**src/rtl/pwm2_pkg.sv**
```systemverilog
package pwm2_pkg;
  localparam int NCH        = 2;
  localparam int REG_W      = 32;
  localparam int HALF_W     = 16;
  localparam int CODE_W     = 4;
  localparam int FLD_W      = 7;
  localparam int FLD_STRIDE = 15;
  localparam int BUSY_LSB   = 28;
  localparam int RATIO_W    = 17;

  typedef struct packed {
    logic              gate;
    logic              pol;
    logic              en;
    logic [CODE_W-1:0] code;
  } chan_cfg_t;

  // Divider ratio for a code; 0 marks a reserved code.
  function automatic logic [RATIO_W-1:0] ratio_of(input logic [CODE_W-1:0] code);
    logic [RATIO_W-1:0] r;
    case (code)
      4'd0:    r = RATIO_W'(120);
      4'd1:    r = RATIO_W'(180);
      4'd2:    r = RATIO_W'(240);
      4'd3:    r = RATIO_W'(360);
      4'd4:    r = RATIO_W'(480);
      4'd8:    r = RATIO_W'(12000);
      4'd9:    r = RATIO_W'(24000);
      4'd10:   r = RATIO_W'(36000);
      4'd11:   r = RATIO_W'(48000);
      4'd12:   r = RATIO_W'(72000);
      4'd15:   r = RATIO_W'(1);
      default: r = '0;
    endcase
    return r;
  endfunction
endpackage

```
**src/rtl/pwm2_prescaler.sv**
```systemverilog
module pwm2_prescaler
  import pwm2_pkg::*;
#(
  parameter int DIV_W = RATIO_W
) (
  input  logic              clk,
  input  logic              rst,
  input  logic [CODE_W-1:0] code,
  input  logic              run_req,
  output logic              run,
  output logic              tick
);
  logic [DIV_W-1:0]  ratio;
  logic [DIV_W-1:0]  pcnt;
  logic [CODE_W-1:0] code_q;
  logic              code_chg;

  assign ratio    = DIV_W'(ratio_of(code));
  assign run      = run_req && (ratio != '0);
  assign code_chg = (code != code_q);
  assign tick     = run && !code_chg && (pcnt == ratio - DIV_W'(1));

  always_ff @(posedge clk) begin
    if (rst) begin
      pcnt   <= '0;
      code_q <= '0;
    end else begin
      code_q <= code;
      if (!run || code_chg || tick) pcnt <= '0;
      else                          pcnt <= pcnt + DIV_W'(1);
    end
  end
endmodule

```
**src/rtl/pwm2_channel.sv**
```systemverilog
module pwm2_channel #(
  parameter int CNT_W = 16
) (
  input  logic               clk,
  input  logic               rst,
  input  logic               tick,
  input  logic               pol,
  input  logic               wr,
  input  logic [CNT_W-1:0]   wr_prd,
  input  logic [CNT_W-1:0]   wr_dty,
  output logic               busy,
  output logic               out,
  output logic [CNT_W-1:0]   cnt,
  output logic [CNT_W-1:0]   prd_act,
  output logic [2*CNT_W-1:0] shadow
);
  logic [CNT_W-1:0] sh_prd, sh_dty, dty_act;
  logic             wrap, raw;

  assign wrap   = tick && (cnt == prd_act);
  assign raw    = (cnt < dty_act);
  assign shadow = {sh_prd, sh_dty};

  always_ff @(posedge clk) begin
    if (rst) begin
      cnt     <= '0;
      prd_act <= '0;
      dty_act <= '0;
      sh_prd  <= '0;
      sh_dty  <= '0;
      busy    <= 1'b0;
      out     <= 1'b1;
    end else begin
      if (tick) cnt <= wrap ? '0 : cnt + CNT_W'(1);
      if (wrap && busy) begin
        prd_act <= sh_prd;
        dty_act <= sh_dty;
      end
      if (wr) begin
        sh_prd <= wr_prd;
        sh_dty <= wr_dty;
        busy   <= 1'b1;
      end else if (wrap) begin
        busy   <= 1'b0;
      end
      out <= pol ? raw : ~raw;
    end
  end
endmodule

```
**src/rtl/pwm2_ctrl.sv**
```systemverilog
module pwm2_ctrl
  import pwm2_pkg::*;
#(
  parameter int ADDR_W = 4
) (
  input  logic              clk,
  input  logic              rst,
  input  logic              reg_we,
  input  logic              reg_re,
  input  logic [ADDR_W-1:0] reg_addr,
  input  logic [REG_W-1:0]  reg_wdata,
  output logic [REG_W-1:0]  reg_rdata,
  output logic [NCH-1:0]    pwm_out
);
  localparam int WORD_W = ADDR_W - 2;

  logic [WORD_W-1:0]        word;
  logic                     aligned, ctrl_wr;
  logic [NCH*FLD_W-1:0]     cfg_flat;
  logic [NCH*CODE_W-1:0]    code_flat;
  logic [NCH-1:0]           pol_vec, run_vec, busy_vec;
  logic [NCH*HALF_W-1:0]    cnt_flat, prd_flat;
  logic [NCH*REG_W-1:0]     shadow_flat;
  logic [REG_W-1:0]         ctrl_img, rd_mux;

  assign word    = reg_addr[ADDR_W-1:2];
  assign aligned = (reg_addr[1:0] == 2'b00);
  assign ctrl_wr = reg_we && aligned && (word == '0);

  for (genvar n = 0; n < NCH; n++) begin : g_ch
    chan_cfg_t cfg_q;
    logic      tick, wr;

    always_ff @(posedge clk) begin
      if (rst)          cfg_q <= '0;
      else if (ctrl_wr) cfg_q <= chan_cfg_t'(reg_wdata[n*FLD_STRIDE +: FLD_W]);
    end

    assign wr = reg_we && aligned && (word == WORD_W'(n + 1));
    assign cfg_flat[n*FLD_W +: FLD_W]    = cfg_q;
    assign code_flat[n*CODE_W +: CODE_W] = cfg_q.code;
    assign pol_vec[n]                    = cfg_q.pol;

    pwm2_prescaler u_div (
      .clk     (clk),
      .rst     (rst),
      .code    (cfg_q.code),
      .run_req (cfg_q.en && cfg_q.gate),
      .run     (run_vec[n]),
      .tick    (tick)
    );

    pwm2_channel #(.CNT_W(HALF_W)) u_chan (
      .clk     (clk),
      .rst     (rst),
      .tick    (tick),
      .pol     (cfg_q.pol),
      .wr      (wr),
      .wr_prd  (reg_wdata[REG_W-1:HALF_W]),
      .wr_dty  (reg_wdata[HALF_W-1:0]),
      .busy    (busy_vec[n]),
      .out     (pwm_out[n]),
      .cnt     (cnt_flat[n*HALF_W +: HALF_W]),
      .prd_act (prd_flat[n*HALF_W +: HALF_W]),
      .shadow  (shadow_flat[n*REG_W +: REG_W])
    );
  end

  always_comb begin
    ctrl_img = '0;
    for (int n = 0; n < NCH; n++) begin
      ctrl_img[n*FLD_STRIDE +: FLD_W] = cfg_flat[n*FLD_W +: FLD_W];
      ctrl_img[BUSY_LSB + n]          = busy_vec[n];
    end
    rd_mux = '0;
    if (aligned) begin
      if (word == '0) rd_mux = ctrl_img;
      for (int n = 0; n < NCH; n++)
        if (word == WORD_W'(n + 1)) rd_mux = shadow_flat[n*REG_W +: REG_W];
    end
  end

  always_ff @(posedge clk) begin
    if (rst)         reg_rdata <= '0;
    else if (reg_re) reg_rdata <= rd_mux;
  end
endmodule

```
**config.mk**
```make
export PLATFORM = sky130hd
export DESIGN_NAME = pwm2_ctrl
export DESIGN_NICKNAME = d
export VERILOG_FILES = /design/src/rtl/pwm2_pkg.sv /design/src/rtl/pwm2_prescaler.sv /design/src/rtl/pwm2_channel.sv /design/src/rtl/pwm2_ctrl.sv
export SDC_FILE = /design/constraint.sdc
export NUM_CORES = 1
export LEC_CHECK = 0
export BUFFER_PORTS_ARGS = -buffer_cell sky130_fd_sc_hd__buf_2
export CAP_MARGIN = 20
export CORE_MARGIN = 2
export CORE_UTILIZATION = 25
export DETAILED_ROUTE_END_ITERATION = 10
export PLACE_DENSITY = 0.4
export SKIP_LAST_GASP = 1
export SLEW_MARGIN = 5
export SYNTH_ARGS = -nofsm -noshare
export SYNTH_HDL_FRONTEND = slang
export SYNTH_SLANG_ARGS = --single-unit
```
**constraint.sdc**
```tcl
create_clock -name clk -period 7.3 [get_ports clk]
set_input_delay 1.825 -clock clk [delete_from_list [all_inputs] [get_ports clk]]
set_output_delay 1.825 -clock clk [all_outputs]
set_load 0.005 [all_outputs]
```
==> flow_metrics.env <==
export IMPL_synth_avg_cell_area_um2=8.48
export IMPL_pre_cts_slack_ps=2540
export IMPL_grt_ovfl_total=0
export IMPL_htree_levels=2
export IMPL_multi_input_area_um2=6840
export IMPL_cp_max_fo=8
export IMPL_clock_sinks=282
export IMPL_fp_dieH_um=233
export IMPL_initial_core_util_pct=25.3
export IMPL_post_cts_buffers=0
export IMPL_seq_area_um2=5650
export IMPL_setup_viol=0
export IMPL_synth_seq_cells=282
export IMPL_crit_arrival_ps=4690
export IMPL_track_usage_pct=14.4
export IMPL_routed_wl_um=38900
export IMPL_syn_num_nets=1624
export IMPL_grt_pass1_wl_um=60300
export IMPL_vias=10400
export IMPL_antenna_cells=0
export IMPL_r2r_start="g_ch[0].u_div.ratio[4]"
export IMPL_required_ps=7720
export IMPL_crit_slowest_cell="nor3_1"
export IMPL_area_growth_syn_to_layout_pct=15.7
export IMPL_period_share_pct=58.5
export IMPL_cts_clk_slew_worst_paths_ps=60
export IMPL_cts_resized_gates=0
export IMPL_numCtsBuffers=35
export IMPL_drv_slew=0
export IMPL_detail_route_antenna_nets=0
export IMPL_via_per_inst=4.58
export IMPL_die_area_um2=54100
export IMPL_drv_cap=0
export IMPL_fmax_mhz=234
export IMPL_cts_root_buf="clkbuf_16"
export IMPL_worst_pin_slew_ps=1060
export IMPL_dpl_hpwl_um=27800
export IMPL_critPathLaunch="reg_addr[1]"
export IMPL_total_power_mw=3.37
export IMPL_crit_path_end_kind="register"
export IMPL_critPathMostFrequentCell="nand2_1"
export IMPL_final_layout_size_suffix_gt1_share_pct=10.4
export IMPL_crit_type="input pin to register"
export IMPL_cts_buffer_depth=3
export IMPL_rsz0062_at_grt="false"
export IMPL_min_period_ps=4270
export IMPL_nets=1656
export IMPL_power_leakage_nw=5.98
export IMPL_drt_iter0_drc=673
export IMPL_routedWlPerCell_um=17.1
export IMPL_clk_insertion_delay_late_ps=540
export IMPL_row_count=83
export IMPL_yosysSeqAreaShare_pct=43.2
export IMPL_hold_viol=0
export IMPL_synth_cell_types=61
export IMPL_synth_edf_count=0
export IMPL_hp_start="g_ch[0].u_chan.sh_prd[10]"
export IMPL_async_flop_share_pct=0
export IMPL_core_area_um2=51500
export IMPL_hold_path_class="register to register"
export IMPL_critical_path_cell_chain="buf_2 -> nor2_1 -> nand2_1 -> nor3_1 -> nand2_1 -> a21oi_1 -> inv_1 -> ha_1 -> and3_1 -> a211o_1"
export IMPL_cellPowerDensity_nw_per_um2=223
export IMPL_slew_headroom_pct=29.1
export IMPL_vdd_drop_max_v=0.000117
export IMPL_synth_main_ff_cell="dfxtp_1"
export IMPL_syn_area_um2=13100
export IMPL_fin_ws_ps=3030
export IMPL_remaining_drc_errors=0
export IMPL_gp_congestion=0.773
export IMPL_grt_pass1_vias=10100
export IMPL_io_pin_count=74
export IMPL_cp_start_kind="input pin"
export IMPL_cts_hold_buf=0
export IMPL_grt_max_degree=114
export IMPL_synth_cells=1540
export IMPL_first_pass_iters=5
export IMPL_fill_cells=5532
export IMPL_die_x_um=233
export IMPL_cts_tree="built"
export IMPL_status="complete, no violations"
export IMPL_portBuffers=73
export IMPL_antenna_found_initial=4
export IMPL_fin_skew_ps=10.9
export IMPL_max_stage_delay_ps=830
export IMPL_setup_tns_ps=0
export IMPL_ys_warn_count=0
[cell usage in the layout, fill, tap and decap left out, drive strengths merged, types with 16 or more instances in the layout]
cell type / count
and3: 16
nor2: 180
buf: 82
xnor2: 54
o21ai: 52
xor2: 65
dfxtp: 282
nand3: 34
nor4: 21
or3: 27
a21oi: 147
nand4: 31
nand2: 197
nor2b: 45
a22o: 16
inv: 55
ha: 44
clkbuf: 51
mux2i: 90
[cell families after synthesis]
logic type / count (synthesis) / synth area share [%]
XOR/XNOR: 119 / 7.98
flip-flops: 282 / 43.2
AND/OR/NAND/NOR: 605 / 21.9
adder cells (fa/ha/maj): 44 / 4.22
buffers and inverters: 142 / 4.39
multiplexers: 91 / 6.99
AO/OA/AOI/OAI: 257 / 11.3
[layer usage]
layer	routed length, um	up-vias	track usage (%)
li1	-	5292	-
met1	19600	4887	20.3
met2	16800	188	22.3
met3	1890	43	2.72
met4	619	8	3.86
met5	44	-	0
[stage by stage]
stage / cell area (um2) / utilization, % / hold slack [ps] / std cells
after global placement: 14000 / 27.1 / 438 / 2215
after detailed placement: 14000 / 27.1 / 470 / 2215
after global routing: 15100 / 29.3 / 501 / 2277
after CTS: 15100 / 29.3 / 478 / 2277
final: 15100 / 29.3 / 473 / 2277
after floorplan: 13100 / - / 422 / 1540
[synthesized netlist by cell type, drive strengths merged (7+ instances only)]
cell    count  area (um2)
a21o       15         115
a21oi     147         736
a22o       16         140
and2        7        45.1
and3       16         103
buf        19         110
clkbuf     68         256
dfxtp     282        5650
ha         44         551
inv        55         206
mux2i      90         901
nand2     197         739
nand3      34         170
nand4      31         194
nor2      180         676
nor2b      45         282
nor3       12        65.1
nor4       21         159
o21ai      52         260
or2        10        62.6
or3        27         170
or4        10        78.8
xnor2      54         473
xor2       65         569
[flip-flops by register name, indices dropped and copies added (netlist names)]
| signal | cells |
|---|---|
| g_ch.u_chan.dty_act | 32 |
| g_ch.u_div.code_q | 8 |
| g_ch.u_chan.cnt | 32 |
| g_ch.u_chan.sh_dty | 32 |
| g_ch.u_div.ratio | 30 |
| cfg_flat | 14 |
| g_ch.u_chan.busy | 2 |
| reg_rdata | 32 |
| g_ch.u_chan.sh_prd | 32 |
| g_ch.u_div.pcnt | 34 |
| g_ch.u_chan.out | 2 |
| g_ch.u_chan.prd_act | 32 |
[worst max-delay path: cells and delay by family]
kind / cells / cell delay [ps]
simple gates: 5 / 1620
buf+inv: 2 / 250
compound gates: 2 / 710
fa+ha+maj: 1 / 260
[power breakdown]
part           switching [mW]  leakage, nW  total (mW)  internal (mW)
Clock                   0.682        0.568        1.71           1.03
Sequential             0.0107         2.27        1.56           1.55
Combinational          0.0730         3.14       0.101         0.0278
Total                   0.765         5.98        3.37           2.61
[cell type report]
| type | count | share of cell area (%) |
|---|---|---|
| multi-input cells | 1116 | 45.3 |
| flip-flops and latches | 282 | 37.4 |
| clock buffers | 51 | 6.94 |
| well taps | 680 | 5.63 |
| repair buffers | 82 | 2.91 |
| inverters | 55 | 1.37 |
| clock inverters | 11 | 0.530 |
[path summary, 6_finish.rpt]
check                         endpoint  slack, ps  depth (start not counted)
min reg2reg  g_ch[0].u_chan.sh_prd[10]        470                          2
min          g_ch[0].u_chan.sh_prd[10]        470                          2
max reg2reg        g_ch[0].u_chan.busy       3030                          8
max             g_ch[1].u_div.ratio[6]       3030                         10
Power figures use the tool's default switching activity.
